===== config.mk =====
export PLATFORM = sky130hd
export DESIGN_NAME = mem_route_dec
export DESIGN_NICKNAME = d
export VERILOG_FILES = /design/src/rtl/mrd_pkg.sv /design/src/rtl/mrd_span_hit.sv /design/src/rtl/mrd_rom_latch.sv /design/src/rtl/mrd_route.sv /design/src/rtl/mem_route_dec.sv
export SDC_FILE = /design/constraint.sdc
export NUM_CORES = 1
export LEC_CHECK = 0
export BUFFER_PORTS_ARGS = -buffer_cell sky130_fd_sc_hd__buf_2
export CAP_MARGIN = 25
export CORE_AREA = 5 5 42 44
export CTS_CLUSTER_DIAMETER = 100
export DETAILED_ROUTE_END_ITERATION = 10
export DIE_AREA = 0 0 47 49
export PLACE_DENSITY = 0.76
export SETUP_SLACK_MARGIN = 0.15
export SYNTH_ARGS = -nofsm -noshare
export SYNTH_HDL_FRONTEND = slang
export SYNTH_SLANG_ARGS = --single-unit

===== constraint.sdc =====
create_clock -name clk -period 1.7 [get_ports clk]
set_clock_uncertainty 0.1 [all_clocks]
set_input_delay 0.34 -clock clk [delete_from_list [all_inputs] [get_ports clk]]
set_output_delay 0.34 -clock clk [all_outputs]
set_load 0.01 [all_outputs]

===== src/rtl/mrd_pkg.sv =====
package mrd_pkg;
   typedef enum logic [1:0] {
      TGT_NONE = 2'd0,
      TGT_ROM  = 2'd1,
      TGT_BP   = 2'd2,
      TGT_SRAM = 2'd3
   } tgt_e;
endpackage


===== src/rtl/mrd_span_hit.sv =====
module mrd_span_hit #(
   parameter int               AW = 32,
   parameter logic [AW:0]      LO = '0,
   parameter logic [AW:0]      HI = '0,
   parameter bit               EN = 1'b1
) (
   input  logic [AW-1:0] a,
   output logic          hit
);
   logic [AW:0] a_ext;

   if (LO > HI) begin : g_bad_span
      $error("mrd_span_hit: LO above HI");
   end

   assign a_ext = {1'b0, a};
   assign hit   = EN && (a_ext >= LO) && (a_ext < HI);
endmodule


===== src/rtl/mrd_rom_latch.sv =====
module mrd_rom_latch #(
   parameter int              IO_AW = 16,
   parameter logic [IO_AW-1:0] PORT = 16'h0028
) (
   input  logic             clk,
   input  logic             rst_n,
   input  logic             io_wr,
   input  logic [IO_AW-1:0] io_addr,
   output logic             rom_on
);
   logic ctl_hit;

   assign ctl_hit = io_wr && (io_addr == PORT);

   always_ff @(posedge clk or negedge rst_n) begin
      if (!rst_n)       rom_on <= 1'b1;
      else if (ctl_hit) rom_on <= ~rom_on;
   end

   // a control-port write flips the mapping
   p_toggle_r3: assert property (@(posedge clk) disable iff (!rst_n)
      ctl_hit |=> (rom_on != $past(rom_on)));

   // without a control-port write the mapping holds
   p_hold_r4: assert property (@(posedge clk) disable iff (!rst_n)
      !ctl_hit |=> $stable(rom_on));
endmodule


===== src/rtl/mrd_route.sv =====
module mrd_route
   import mrd_pkg::*;
#(
   parameter int LANES = 4
) (
   input  logic             mem_cyc,
   input  logic             rom_on,
   input  logic             rom_hit,
   input  logic             bp_hit,
   input  logic [LANES-1:0] be_n,
   output logic             rom_sel_n,
   output logic             bp_sel_n,
   output logic [LANES-1:0] sram_cs_n,
   output logic             size8_n,
   output logic             phantom_n
);
   tgt_e tgt;

   always_comb begin
      if (!mem_cyc)               tgt = TGT_NONE;
      else if (rom_on && rom_hit) tgt = TGT_ROM;
      else if (bp_hit)            tgt = TGT_BP;
      else                        tgt = TGT_SRAM;
   end

   assign rom_sel_n = (tgt != TGT_ROM);
   assign bp_sel_n  = (tgt != TGT_BP);
   assign phantom_n = (tgt != TGT_ROM);
   assign size8_n   = !((tgt == TGT_ROM) || (tgt == TGT_BP));

   for (genvar g = 0; g < LANES; g++) begin : g_lane
      assign sram_cs_n[g] = !((tgt == TGT_SRAM) && !be_n[g]);
   end
endmodule


===== src/rtl/mem_route_dec.sv =====
module mem_route_dec #(
   parameter int                  ADDR_W       = 32,
   parameter int                  LANES        = 4,
   parameter int                  SRAM_AW      = 24,
   parameter int                  IO_AW        = 16,
   parameter logic [IO_AW-1:0]    CTRL_PORT    = 16'h0028,
   parameter logic [ADDR_W:0]     BP_WIN_LIMIT = 33'h0_0001_0000,
   parameter bit                  CARVE_EN     = 1'b1,
   parameter logic [ADDR_W:0]     CARVE_LO     = 33'h0_000A_0000,
   parameter logic [ADDR_W:0]     CARVE_HI     = 33'h0_000C_8000,
   parameter logic [ADDR_W:0]     LO_ROM_LO    = 33'h0_000F_0000,
   parameter logic [ADDR_W:0]     LO_ROM_HI    = 33'h0_0010_0000,
   parameter logic [ADDR_W:0]     HI_ROM_LO    = 33'h0_FFFE_0000,
   parameter logic [ADDR_W:0]     HI_ROM_HI    = 33'h1_0000_0000
) (
   input  logic              clk,
   input  logic              rst_n,
   input  logic              mem_cyc,
   input  logic [ADDR_W-1:0] addr,
   input  logic [LANES-1:0]  be_n,
   input  logic              io_wr,
   output logic              rom_sel_n,
   output logic              bp_sel_n,
   output logic [LANES-1:0]  sram_cs_n,
   output logic              size8_n,
   output logic              phantom_n
);
   localparam logic [ADDR_W:0] SRAM_BYTES = 33'(1) << SRAM_AW;
   localparam logic [ADDR_W:0] FIRST_MB   = 33'h0_0010_0000;

   if (BP_WIN_LIMIT > SRAM_BYTES) begin : g_chk_win
      $error("mem_route_dec: backplane window larger than RAM span");
   end
   if (CARVE_EN && (CARVE_HI > FIRST_MB)) begin : g_chk_carve
      $error("mem_route_dec: carve-out must lie in the first megabyte");
   end
   if (IO_AW > ADDR_W || LANES < 1) begin : g_chk_shape
      $error("mem_route_dec: bad port or lane shape");
   end

   logic rom_on;
   logic hi_rom_hit, lo_rom_hit, win_hit, carve_hit;

   mrd_rom_latch #(.IO_AW(IO_AW), .PORT(CTRL_PORT)) u_latch (
      .clk(clk), .rst_n(rst_n), .io_wr(io_wr),
      .io_addr(addr[IO_AW-1:0]), .rom_on(rom_on));

   mrd_span_hit #(.AW(ADDR_W), .LO(HI_ROM_LO), .HI(HI_ROM_HI)) u_hi_rom (
      .a(addr), .hit(hi_rom_hit));

   mrd_span_hit #(.AW(ADDR_W), .LO(LO_ROM_LO), .HI(LO_ROM_HI)) u_lo_rom (
      .a(addr), .hit(lo_rom_hit));

   mrd_span_hit #(.AW(ADDR_W), .LO(CARVE_LO), .HI(CARVE_HI), .EN(CARVE_EN)) u_carve (
      .a(addr), .hit(carve_hit));

   if (BP_WIN_LIMIT == '0) begin : g_no_win
      assign win_hit = 1'b0;
   end else begin : g_win
      mrd_span_hit #(.AW(ADDR_W), .LO('0), .HI(BP_WIN_LIMIT)) u_win (
         .a(addr), .hit(win_hit));
   end

   mrd_route #(.LANES(LANES)) u_route (
      .mem_cyc(mem_cyc), .rom_on(rom_on),
      .rom_hit(hi_rom_hit | lo_rom_hit), .bp_hit(win_hit | carve_hit),
      .be_n(be_n), .rom_sel_n(rom_sel_n), .bp_sel_n(bp_sel_n),
      .sram_cs_n(sram_cs_n), .size8_n(size8_n), .phantom_n(phantom_n));

   logic sram_any;
   assign sram_any = ~&sram_cs_n;

   // never two targets at once
   p_excl_r10: assert property (@(posedge clk) disable iff (!rst_n)
      $onehot0({~rom_sel_n, ~bp_sel_n, sram_any}));

   // quiet outside memory cycles
   p_idle_r10: assert property (@(posedge clk) disable iff (!rst_n)
      !mem_cyc |-> (rom_sel_n && bp_sel_n && !sram_any && size8_n && phantom_n));

   // phantom tracks the ROM select
   p_phantom_r5: assert property (@(posedge clk) disable iff (!rst_n)
      phantom_n == rom_sel_n);

   // narrow targets request 8-bit sizing, onboard RAM never does
   p_size8_r9: assert property (@(posedge clk) disable iff (!rst_n)
      (!size8_n) == (!rom_sel_n || !bp_sel_n));

   // no chip select on a disabled lane
   p_lanes_r8: assert property (@(posedge clk) disable iff (!rst_n)
      ((~sram_cs_n) & be_n) == '0);
endmodule


==> flow_metrics.py <==
metrics = {
    "finish": {
        "postLayoutCellArea_um2": 708,
        "reg_top3": "u_latch.rom_on (1)",
        "postLayoutCoreUtil": 0.505,
        "syn_to_final_growth_pct": 143,
        "largest_reg_flops": 1,
        "stdcell_count": 107,
        "antenna_cells": 0,
        "regMostFlops": "u_latch.rom_on",
        "drive_gt1_frac": 0.758,
        "nets": 136,
    },
    "logic_synthesis": {
        "synth_flop_cell": "dfstp_2",
        "synth_edf_count": 0,
        "synth_most_common_cell": "nand4_1",
        "synth-xor-area-share": 0.0300,
        "synth_top_family_by_area": "simple AND/OR/NAND/NOR gates",
        "synthMuxAreaShare": 0,
        "ys_seq_area_frac": 0.0901,
        "ys_warn_count": 0,
        "synthArstFlopShare": 1.00,
        "ys_seq_elements": 1,
        "synth_compound_area_frac": 0.150,
        "synthAdderAreaFrac": 0.129,
        "yosys.area.top_type": "ha_1",
        "synth_area_leaders": "ha_1 13%, nand4_1 11%, dfstp_2 9.0%",
        "ys_types": 22,
        "synthCells": 39,
        "synth_commonest_cells": "5 x nand4_1, 4 x inv_1, 4 x nand2b_1, 4 x nor4_1, 3 x ha_1",
        "synth_simple_gate_area_frac": 0.524,
        "syn-num-nets": 82,
        "avgSynthCellArea_um2": 7.48,
        "synth_top_cell_area_share": 0.129,
        "syn-cell-area_um2": 292,
    },
    "placement": {
        "dpl_cell_area_um2": 587,
        "gp_congestion": 0.695,
        "dp.cells": 107,
        "hpwl_mm": 1.05,
        "port_buffers": 47,
    },
    "floorplan": {
        "rows": 14,
        "ios": 48,
        "start_util": 0.208,
        "design.core.area_um2": 1400,
        "fp.dieArea_um2": 2300,
        "die_h_um": 49,
        "die_x_um": 47,
    },
    "clock_network": {
        "insertion_delay_ns": 0,
        "clk_pin_slew_ns": 0,
    },
    "timing": {
        "hold_ws_ns": 0.177,
        "fin_crit_sh": 1.24,
        "fmax_mhz": 473,
        "tightest_slew_ns": 0.307,
        "maxSlewViolCount": 0,
        "layout_min_cycle_time_ns": 2.11,
        "worst_slack_ns": -0.413,
        "final-setup-viol-count": 8,
        "setup_tns_ns": -2.98,
        "relSlewSlack": 0.793,
        "rsz0062_at_grt": "true",
        "finalHoldViolCount": 0,
    },
    "flow_run": {
        "drv_cap": 0,
    },
    "critical_path": {
        "end_kind": "output pin",
        "crit_top_cell": "buf_6",
        "cp-start-kind": "input port",
        "arrival_ns": 1.67,
        "rrSetupSlack_ns": 0.78,
        "reg2reg_to": "u_latch.rom_on",
        "cp_top_family": "compound AO/OA/AOI/OAI gates",
        "crit_slowest_cell": "or3_4",
        "critPathBufInv": 3,
        "critPathMaxFanout": 2,
        "crit_path_end": "size8_n",
        "worstPathRequired_ns": 1.26,
        "r2r.worst_path.cells": 2,
        "reg2reg_from": "u_latch.rom_on",
        "max_stage_delay_ns": 0.37,
        "crit_path_start": "addr[17]",
        "path_depth": 8,
        "crit_type": "in2out",
        "path_cells": "buf_6 -> or3_4 -> a21oi_2 -> a31oi_2 -> o21a_1 -> ha_4 -> inv_2 -> buf_6",
    },
    "global_route": {
        "grt_max_degree": 5,
        "overflow": 0,
        "first_global_vias": 502,
        "grt_pass1_wl_mm": 1.82,
        "antenna_found_initial": 0,
        "grtUsageTotal": 0.0956,
    },
    "drt": {
        "drt-vias-per-instance": 4.65,
        "postRouteAntennaNets": 0,
        "route.detailed.drc": 0,
        "totalWireLength_mm": 1.16,
        "drtIter0Drc": 2,
        "drt_pass1_iterations": 3,
        "vias": 498,
        "wl_per_cell_um": 10.8,
    },
    "worst_hold_path": {
        "hp-class": "in2async",
    },
    "outcome": {
        "status": "finished with violations",
        "violations": "setup timing",
    },
    "pwr": {
        "power_density_nw_per_um2": 218,
        "vdd_drop_max_mv": 0.129,
        "p_leak_nw": 0.327,
    },
}
==> worst min path at each step <==
stage                      to  slack, ns  cells after the start
3_5_place_dp   u_latch.rom_on       0.18                      1
5_1_grt        u_latch.rom_on       0.19                      1
2_1_floorplan  u_latch.rom_on       0.09                      0
6_report       u_latch.rom_on       0.18                      1
3_3_place_gp   u_latch.rom_on       0.18                      1
4_1_cts        u_latch.rom_on       0.18                      1
==> layer usage <==
metal	vias up	global-route usage	wire (µm)	part of all wire
li1	256	-	-	-
met3	0	0.0185	191	0.17
met2	32	0.183	564	0.49
met4	0	0	0	0
met5	-	0	0	0
met1	210	0.109	401	0.35
==> report_power, final <==
part,switching [mW],internal (mW)
Sequential,0.00000793,0.0243
Clock,0,0
Combinational,0.0512,0.0790
Total,0.0512,0.103
==> worst register-to-register path: cells and delay by family (launching register included) <==
kind	cells	cell delay, ns
flip-flops	1	0.51
XOR/XNOR	1	0.14
buffers and inverters	1	0.10
==> what timing repair did <==
item / CTS / global route
gates resized for setup: 5 / 14
setup endpoints to repair: 8 / 9
hold buffers: 0 / 0
buffers inserted: 0 / 0
pin swaps: 3 / 10
==> through the flow <==
| stage | setup slack (ns) | total power [mW] |
|---|---|---|
| 2_1_floorplan | -0.173 | 0.0567 |
| 3_3_place_gp | -0.405 | 0.123 |
| 3_5_place_dp | -0.457 | 0.126 |
| 4_1_cts | -0.410 | 0.133 |
| 5_1_grt | -0.465 | 0.168 |
| 6_report | -0.413 | 0.154 |
==> cell usage in the layout, fill, tap and decap left out <==
cell type	n
nor2_1	1
nand2_1	2
nor4_4	2
nor4b_2	1
nor4bb_1	1
nand4_1	5
buf_2	39
nor4_1	2
ha_1	1
o21ai_1	1
buf_4	5
ha_2	1
buf_6	9
a21oi_2	1
dfstp_2	1
o221ai_1	1
inv_1	1
nand3_2	1
a31oi_2	1
o21a_1	1
nor4_2	1
ha_4	1
nand2b_1	4
or3_4	2
o221a_2	1
inv_2	3
xor2_1	1
nor3_1	1
==> kinds of logic (layout without fill, tap and decap cells) <==
kind of cell               after synthesis  count (layout)
adders and majority gates                3               3
AOI/OAI and AO/OA                        6               6
DFF                                      1               1
buffers and inverters                    5              57
xor gates and xnor gates                 1               1
and+or+nand+nor                         23              23
==> cell type report <==
type                    count  area, µm²
well taps                  16       20.0
inverters                   4       15.0
multi-input cells          33        313
flip-flops and latches      1       26.3
repair buffers             53        334
fillers                   151        693
No activity file was read; power rests on OpenSTA's default activity.
